File: config.mk
export PLATFORM = sky130hd
export DESIGN_NAME = luma_capture
export DESIGN_NICKNAME = d
export VERILOG_FILES = /design/src/rtl/luma_capture_pkg.sv /design/src/rtl/luma_capture_ctrl.sv /design/src/rtl/luma_capture_dp.sv /design/src/rtl/luma_capture.sv
export SDC_FILE = /design/constraint.sdc
export NUM_CORES = 1
export LEC_CHECK = 0
export ABC_AREA = 1
export ABC_CLOCK_PERIOD_IN_PS = 1800
export CAP_MARGIN = 20
export CORE_MARGIN = 1.5
export CORE_UTILIZATION = 45
export CTS_CLUSTER_DIAMETER = 150
export DETAILED_ROUTE_END_ITERATION = 6
export DONT_BUFFER_PORTS = 1
export GPL_TIMING_DRIVEN = 0
export PLACE_DENSITY_LB_ADDON = 0.1
export SLEW_MARGIN = 10
export SYNTH_ARGS = -nofsm -noshare
export SYNTH_HDL_FRONTEND = slang
export SYNTH_HIERARCHICAL = 1
export SYNTH_SLANG_ARGS = --single-unit
File: constraint.sdc
create_clock -name clk -period 1.8 [get_ports clk]
set_input_delay 0.27 -clock clk [delete_from_list [all_inputs] [get_ports clk]]
set_output_delay 0.27 -clock clk [all_outputs]
set_load 0.01 [all_outputs]
File: src/rtl/luma_capture_pkg.sv
package luma_capture_pkg;

  typedef enum logic [2:0] {
    ST_IDLE   = 3'd0,
    ST_WAIT   = 3'd1,
    ST_FIELDA = 3'd2,
    ST_FIELDB = 3'd3,
    ST_DONE   = 3'd4
  } capState_t;

  // Strobes from the control to the datapath
  typedef struct packed {
    logic capEn;     // accept active bytes this cycle
    logic cntClear;  // restart the per-field line count
    logic cntCheck;  // compare the line count at field close
  } ctrlStrb_t;

  // Sync events from the datapath to the control
  typedef struct packed {
    logic fieldRise;
    logic fieldFall;
  } syncEv_t;

endpackage

File: src/rtl/luma_capture_ctrl.sv
module luma_capture_ctrl
  import luma_capture_pkg::*;
(
  input  logic      clk,
  input  logic      rstN,
  input  logic      detectCmd,
  input  syncEv_t   ev,
  output ctrlStrb_t strb,
  output logic      frameDone
);

  capState_t state, stateNext;
  logic      detPrev;
  logic      detRise;

  assign detRise = detectCmd && !detPrev;

  always_ff @(posedge clk) begin
    if (!rstN) begin
      detPrev <= 1'b0;
      state   <= ST_IDLE;
    end else begin
      detPrev <= detectCmd;
      state   <= stateNext;
    end
  end

  always_comb begin
    stateNext = state;
    case (state)
      ST_IDLE:   if (detRise)      stateNext = ST_WAIT;
      ST_WAIT:   if (ev.fieldRise) stateNext = ST_FIELDA;
      ST_FIELDA: if (ev.fieldFall) stateNext = ST_FIELDB;
      ST_FIELDB: if (ev.fieldFall) stateNext = ST_DONE;
      ST_DONE:                     stateNext = ST_IDLE;
      default:                     stateNext = ST_IDLE;
    endcase
  end

  always_comb begin
    strb.capEn    = (state == ST_FIELDA) || (state == ST_FIELDB) ||
                    ((state == ST_WAIT) && ev.fieldRise);
    strb.cntClear = ((state == ST_WAIT) && ev.fieldRise) ||
                    ((state == ST_FIELDA) && ev.fieldFall);
    strb.cntCheck = ((state == ST_FIELDA) || (state == ST_FIELDB)) && ev.fieldFall;
  end

  assign frameDone = (state == ST_DONE);

  // frame completion is a single-cycle pulse
  assert_done_pulse_R7: assert property (@(posedge clk) disable iff (!rstN)
    frameDone |=> !frameDone);

  // the first field always hands over to the second field
  assert_field_order_R7: assert property (@(posedge clk) disable iff (!rstN)
    (state == ST_FIELDA) |=> (state == ST_FIELDA || state == ST_FIELDB));

  // a capture cannot begin while the idle state sees no command edge
  assert_no_start_R2: assert property (@(posedge clk) disable iff (!rstN)
    (state == ST_IDLE && !detRise) |=> (state == ST_IDLE));

endmodule

File: src/rtl/luma_capture_dp.sv
module luma_capture_dp
  import luma_capture_pkg::*;
#(
  parameter int DATA_W          = 8,
  parameter int PIX_PER_LINE    = 720,
  parameter int LINES_PER_FIELD = 286,
  parameter int PIX_W           = $clog2(PIX_PER_LINE + 1)
) (
  input  logic              clk,
  input  logic              rstN,
  input  logic [DATA_W-1:0] vidData,
  input  logic              fieldSync,
  input  logic              lineSync,
  input  ctrlStrb_t         strb,
  output syncEv_t           ev,
  output logic              lumaValid,
  output logic [DATA_W-1:0] lumaData,
  output logic [PIX_W-1:0]  pixIndex,
  output logic              lineEnd,
  output logic              fieldErr
);

  localparam int LINE_W = $clog2(LINES_PER_FIELD + 2);
  localparam logic [PIX_W-1:0]  PIX_LIM  = PIX_W'(PIX_PER_LINE);
  localparam logic [PIX_W-1:0]  PIX_LAST = PIX_W'(PIX_PER_LINE - 1);
  localparam logic [LINE_W-1:0] LINE_EXP = LINE_W'(LINES_PER_FIELD);
  localparam logic [LINE_W-1:0] LINE_MAX = {LINE_W{1'b1}};

  logic              fieldPrev, actPrev;
  logic              bytePhase;
  logic [PIX_W-1:0]  lumaNo;
  logic [LINE_W-1:0] lineCnt;
  logic              active, takeLuma, lineStart;

  assign active       = fieldSync && lineSync;
  assign ev.fieldRise = fieldSync && !fieldPrev;
  assign ev.fieldFall = !fieldSync && fieldPrev;
  assign takeLuma     = strb.capEn && active && bytePhase && (lumaNo < PIX_LIM);
  assign lineStart    = strb.capEn && active && !actPrev;

  // byte phase and per-line luma position
  always_ff @(posedge clk) begin
    if (!rstN) begin
      fieldPrev <= 1'b0;
      actPrev   <= 1'b0;
      bytePhase <= 1'b0;
      lumaNo    <= '0;
    end else begin
      fieldPrev <= fieldSync;
      actPrev   <= active;
      bytePhase <= active ? !bytePhase : 1'b0;
      if (!active)
        lumaNo <= '0;
      else if (bytePhase && lumaNo < PIX_LIM)
        lumaNo <= lumaNo + 1'b1;
    end
  end

  // output stage
  always_ff @(posedge clk) begin
    if (!rstN) begin
      lumaValid <= 1'b0;
      lumaData  <= '0;
      pixIndex  <= '0;
      lineEnd   <= 1'b0;
    end else begin
      lumaValid <= takeLuma;
      lineEnd   <= takeLuma && (lumaNo == PIX_LAST);
      if (takeLuma) begin
        lumaData <= vidData;
        pixIndex <= lumaNo;
      end
    end
  end

  // per-field line count and sticky error
  always_ff @(posedge clk) begin
    if (!rstN) begin
      lineCnt  <= '0;
      fieldErr <= 1'b0;
    end else begin
      if (strb.cntCheck && lineCnt != LINE_EXP)
        fieldErr <= 1'b1;
      if (strb.cntClear)
        lineCnt <= lineStart ? LINE_W'(1) : '0;
      else if (lineStart && lineCnt != LINE_MAX)
        lineCnt <= lineCnt + 1'b1;
    end
  end

  // a luma strobe always follows a cycle with both syncs high
  assert_valid_active_R4: assert property (@(posedge clk) disable iff (!rstN)
    lumaValid |-> $past(fieldSync && lineSync));

  // the sample index never leaves the line
  assert_pix_range_R5: assert property (@(posedge clk) disable iff (!rstN)
    lumaValid |-> (pixIndex < PIX_LIM));

  // end of line only marks a valid final sample
  assert_end_last_R6: assert property (@(posedge clk) disable iff (!rstN)
    lineEnd |-> (lumaValid && pixIndex == PIX_LAST));

  // the error flag never clears once set
  assert_err_sticky_R8: assert property (@(posedge clk) disable iff (!rstN)
    fieldErr |=> fieldErr);

endmodule

File: src/rtl/luma_capture.sv
module luma_capture
  import luma_capture_pkg::*;
#(
  parameter int DATA_W          = 8,
  parameter int PIX_PER_LINE    = 720,
  parameter int LINES_PER_FIELD = 286,
  localparam int PIX_W          = $clog2(PIX_PER_LINE + 1)
) (
  input  logic              clk,
  input  logic              rstN,
  input  logic [DATA_W-1:0] vidData,
  input  logic              fieldSync,
  input  logic              lineSync,
  input  logic              detectCmd,
  output logic              lumaValid,
  output logic [DATA_W-1:0] lumaData,
  output logic [PIX_W-1:0]  pixIndex,
  output logic              lineEnd,
  output logic              frameDone,
  output logic              fieldErr
);

  ctrlStrb_t strb;
  syncEv_t   ev;

  luma_capture_ctrl u_ctrl (
    .clk       (clk),
    .rstN      (rstN),
    .detectCmd (detectCmd),
    .ev        (ev),
    .strb      (strb),
    .frameDone (frameDone)
  );

  luma_capture_dp #(
    .DATA_W          (DATA_W),
    .PIX_PER_LINE    (PIX_PER_LINE),
    .LINES_PER_FIELD (LINES_PER_FIELD),
    .PIX_W           (PIX_W)
  ) u_dp (
    .clk       (clk),
    .rstN      (rstN),
    .vidData   (vidData),
    .fieldSync (fieldSync),
    .lineSync  (lineSync),
    .strb      (strb),
    .ev        (ev),
    .lumaValid (lumaValid),
    .lumaData  (lumaData),
    .pixIndex  (pixIndex),
    .lineEnd   (lineEnd),
    .fieldErr  (fieldErr)
  );

endmodule

Word level (Yosys, flattened, before mapping). Cells that the tools add are included. W data, S select, Z words.

Register bits after elaboration: 47. Bits of input ports: 13. Output and inout bits: 22. Logic and storage cells: 61.

$add $sub $neg: 2. $lt $le $gt $ge: 1. Equality and inequality tests: 11. Muxes and demuxes: 8. Reductions and logical operators: 27.

Operator list (count): $mux W9 (2); $ne A9 B9 Y1 const B (2); $logic_and A1 B1 Y1 (15); $mux W3 (4); $pmux W3 S4 (1); $add A10 B1 Y10 const B (1); $eq A10 B10 Y1 const B (1); $lt A10 B10 Y1 const B (1); $add A9 B1 Y9 const B (1); $ne A2 B1 Y1 const B (4); $eq A3 B2 Y1 const B (2); $logic_not A1 Y1 (5); $reduce_and A4 Y1 (1); $eq A3 B1 Y1 const B (1); $eq A3 B3 Y1 const B (1); $logic_not A3 Y1 (1); $logic_or A1 B1 Y1 (3); $reduce_and A2 Y1 (1); $reduce_bool A2 Y1 (1); $mux W1 (1).

Longest topological paths before layout.
Word-level depth: 9. Depth in mapped cells: 12. Mapped depth without buffers: 12.

Cells and area by module. Netlist, hierarchy kept.

Modules (own cells, without submodules): luma_capture_dp (times used 1, cells each 273, area each 2029.4 sq um, sequential area each 860.8 sq um); luma_capture_ctrl (times used 1, cells each 37, area each 255.2 sq um, sequential area each 80.1 sq um).

Worst setup path after synthesis. No wires, ideal clock.

Path type: reg-to-reg. Start point: register u_dp.lineCnt[0]. End point: register u_dp.lineCnt[6]. Setup time: 0.116 ns. Arrival: 1.522 ns. Path slack: 0.162 ns. Stages on the path, launching flop included: 12. Path buffers: 0. Cell sequence: dfxtp_1 > ha_1 > nand2_1 > nor2_1 > nand2_1 > nor3_1 > ha_1 > inv_1 > nand2_1 > nor2_1 > o21ai_0 > nor2_1.

Word-level cells in the longest chain between the ends: 3. Elaborated cells on any way between the ends: 6. Classes of those cells: 1 x add/sub; 1 x eq/ne; 2 x mux; 2 x reduce/logical.

Ends and longest elaborated chain: start: declaration (RTL line luma_capture_dp.sv:32) `logic [LINE_W-1:0] lineCnt;`; start signal: assignment (RTL line luma_capture_dp.sv:85) `lineCnt <= lineStart ? LINE_W'(1) : '0;`; start signal: assignment (RTL line luma_capture_dp.sv:87) `lineCnt <= lineCnt + 1'b1;`; $add A9 B1 Y9 / $ne A9 B9 Y1 (equally long branches) (RTL line luma_capture_dp.sv:87, luma_capture_dp.sv:86); $mux W9 / $logic_and A1 B1 Y1 (equally long branches) (RTL line luma_capture_dp.sv:86) `else if (lineStart && lineCnt != LINE_MAX)`; $mux W9 / $reduce_bool A2 Y1 (equally long branches).

Parallel ways exist; a longest one is shown, timed or not. The select of a mux whose other input is x is not followed. A chain may end at the register's enable or synchronous reset.

Final worst setup path.
Start point: register u_dp.lineCnt[1]. End point: register u_dp.lineCnt[4].

Same word-level chain as after synthesis.

==> results.ini <==
[timing]
setup_viol = 0
hold_viol_final = 0
slew_violations = 0
tns_ps = 0
worstMarginPinSlew_ps = 481.4
finalCritPeriodShare = 0.9426
rsz0062_at_grt = yes
fin_skew_ps = 10.91
postLayoutSetupSlackWorst_ps = 103.3
maxSlewHeadroom = 0.6791
min_period_ps = 1697
fmax_mhz = 589.4

[placed_design]
post-place-cells = 377
place.gp.congestion = 0.8061
dp_slack_ps = -156.0
dpl_cell_area_um2 = 2369
dp_hpwl_mm = 3.475
numPortBuffers = 0

[clocking]
clock_tree.root_cell = clkbuf_8
max-clock-path-buffers = 2
htreeDepth = 2
holdBufCountCts = 0
cts.sinks = 47
clk_pin_slew_ps = 80
clk_latency_ps = 290
cts_made_buffers = 5
cts_tree = done

[setup_path]
crit_fanout = 7
critPathRequiredTime_ps = 1990
crit_arrival_ps = 1890
r2r-start = u_dp/lineCnt[1]$_SDFFE_PN0P_
end_kind = register
path_class = reg2reg
crit_path_start = u_dp/lineCnt[1]$_SDFFE_PN0P_
worstRegToRegCells = 11
start_kind = register

[detailed_routing]
drc = 0
via_per_inst = 4.992
drt-initial-drc-count = 98
first_pass_iters = 4
wirelength_mm = 4.901
ant_nets = 0
wl_per_cell_um = 12.60
num_vias = 1942

[power]
intPower_uw = 1572
power_frac_comb = 0.088
switching_power_uw = 485.7
p_sw_frac = 0.2361
power_frac_clock = 0.385
power_density_nw_per_um2 = 800.1
p_leak_uw = 0.0009655
seqPwrFrac = 0.527
ir_drop_mv = 0.4728

[final_layout]
nets = 338
layout.filler_cells = 494
final_cell_mix = nand2_1, dfxtp_1, a21oi_1
post-route-util = 0.5338
drive_gt1_frac = 0.1770
area_growth_syn_to_layout_pct = 12.54
antenna_cells = 0
post-route-cell-area_um2 = 2571
layout_commonest_cell = nand2_1
instances_no_fill = 389

[grt]
grt_pass1_vias = 1717
grt_pass1_wl_mm = 7.831
antenna_found_initial = 0
grt-ovfl-total = 0
grt.total_usage = 0.1830
grt_max_degree = 15

[yosys]
synth.distinct_cells = 24
synth_cells = 310
yosysSeqAreaShare = 0.4118
syn_area_um2 = 2285
yosys_warnings = 6
synth_nets = 327
synth-seq-cells = 47
avgSynthCellArea_um2 = 7.370

[die]
die_height_um = 74.26
dieArea_um2 = 5514
core_region_area_um2 = 4817
rows = 25
start_util = 0.4743
io_pins = 35
die_w_um = 74.26

[worst_hold_path]
hold_path_class = in2reg
holdPathStages = 2
hp-start = detectCmd

[job]
drv_cap = 0

[status]
status = finished clean

cells by family after synthesis:
group,count (synthesis),share of synthesized area
AO/OA/AOI/OAI,42,0.09419
XOR/XNOR,3,0.01150
adder cells (fa/ha/maj),4,0.02191
buffers and inverters,48,0.09858
flip-flops,47,0.4118
AND/OR/NAND/NOR,166,0.3620
registers in the layout, summed over array words and instances, names as in the netlist, 3 cells and up:
register / cells
u_dp/pixIndex: 10
u_dp/lineCnt: 9
u_ctrl/state: 3
u_dp/lumaData: 8
u_dp/lumaNo: 10
Yosys cell counts:
cell type,n,area share
nand3_2,5,0.022
nor3_1,4,0.0088
a21oi_1,34,0.074
nand3b_1,2,0.0066
nand3_1,11,0.024
nand2_2,2,0.0055
nand4_1,24,0.066
nor3_4,1,0.0071
nor2_2,4,0.011
o211a_1,1,0.0044
xor2_1,3,0.012
o21ai_0,7,0.015
clkbuf_1,3,0.0049
buf_6,4,0.020
inv_1,32,0.053
ha_1,4,0.022
nand2_1,81,0.13
nor2_4,3,0.015
buf_4,4,0.013
inv_2,5,0.0082
nand3_4,2,0.015
nor2_1,26,0.043
nor3b_2,1,0.0055
dfxtp_1,47,0.41
metal layers:
| metal | up-vias | track usage | share of wire |
|---|---|---|---|
| met3 | 2 | 0.04065 | 0.049 |
| met5 | - | 0 | 0 |
| met4 | 0 | 0.04242 | 0.0039 |
| li1 | 1031 | - | - |
| met1 | 866 | 0.2652 | 0.51 |
| met2 | 43 | 0.2778 | 0.43 |
worst max-delay path, cell delays in order (launching register included):
cell and delay (ps):
dfxtp_2 380, ha_4 140, nand2_2 70, nor2_4 130, nand2_2 70, nor3_2 200
ha_2 220, inv_2 50, nand2_4 90, nand2_1 80, a21oi_2 120, nor2_1 50
final timing paths:
check                                                    end  slack, ps
worst max-delay path            u_dp/lineCnt[4]$_SDFFE_PN0P_        100
worst min-delay path               u_ctrl/detPrev$_SDFF_PN0_         70
worst max register to register  u_dp/lineCnt[4]$_SDFFE_PN0P_        100
worst min register to register  u_dp/lineCnt[2]$_SDFFE_PN0P_        500
stage by stage:
| stage | total power (uW) | hold WS (ps) |
|---|---|---|
| final | 2057 | 72.72 |
| after floorplan | 1242 | 363.5 |
| after CTS | 2072 | 70.27 |
| after global routing | 2156 | 64.53 |
| after detailed placement | 1277 | 375.7 |
| after global placement | 1273 | 369.6 |
power by group through the flow:
| stage | sequential [uW] | clock, uW | combinational [uW] |
|---|---|---|---|
| 3_5_place_dp | 1110 | 0 | 169 |
| 5_1_grt | 1090 | 865 | 203 |
| 2_1_floorplan | 1100 | 0 | 139 |
| 6_report | 1080 | 792 | 180 |
| 3_3_place_gp | 1110 | 0 | 166 |
| 4_1_cts | 1080 | 818 | 171 |
repair_timing:
item,in CTS,in global routing
pin swaps,0,6
buffers inserted,0,4
resized for setup,4,15
gates cloned,0,0
endpoints found under the setup margin,6,18
cell type report:
class | instances | area (um2) | area share
clock buffers | 6 | 82.58 | 0.03212
inverters | 37 | 138.9 | 0.05401
plain buffers | 11 | 86.33 | 0.03358
clock inverters | 2 | 35.03 | 0.01363
multi-input cells | 215 | 1167 | 0.4540
repair buffers | 4 | 30.03 | 0.01168
well taps | 67 | 83.83 | 0.03260
flip-flops and latches | 47 | 947.2 | 0.3684
(Power assumes the default switching activity.)
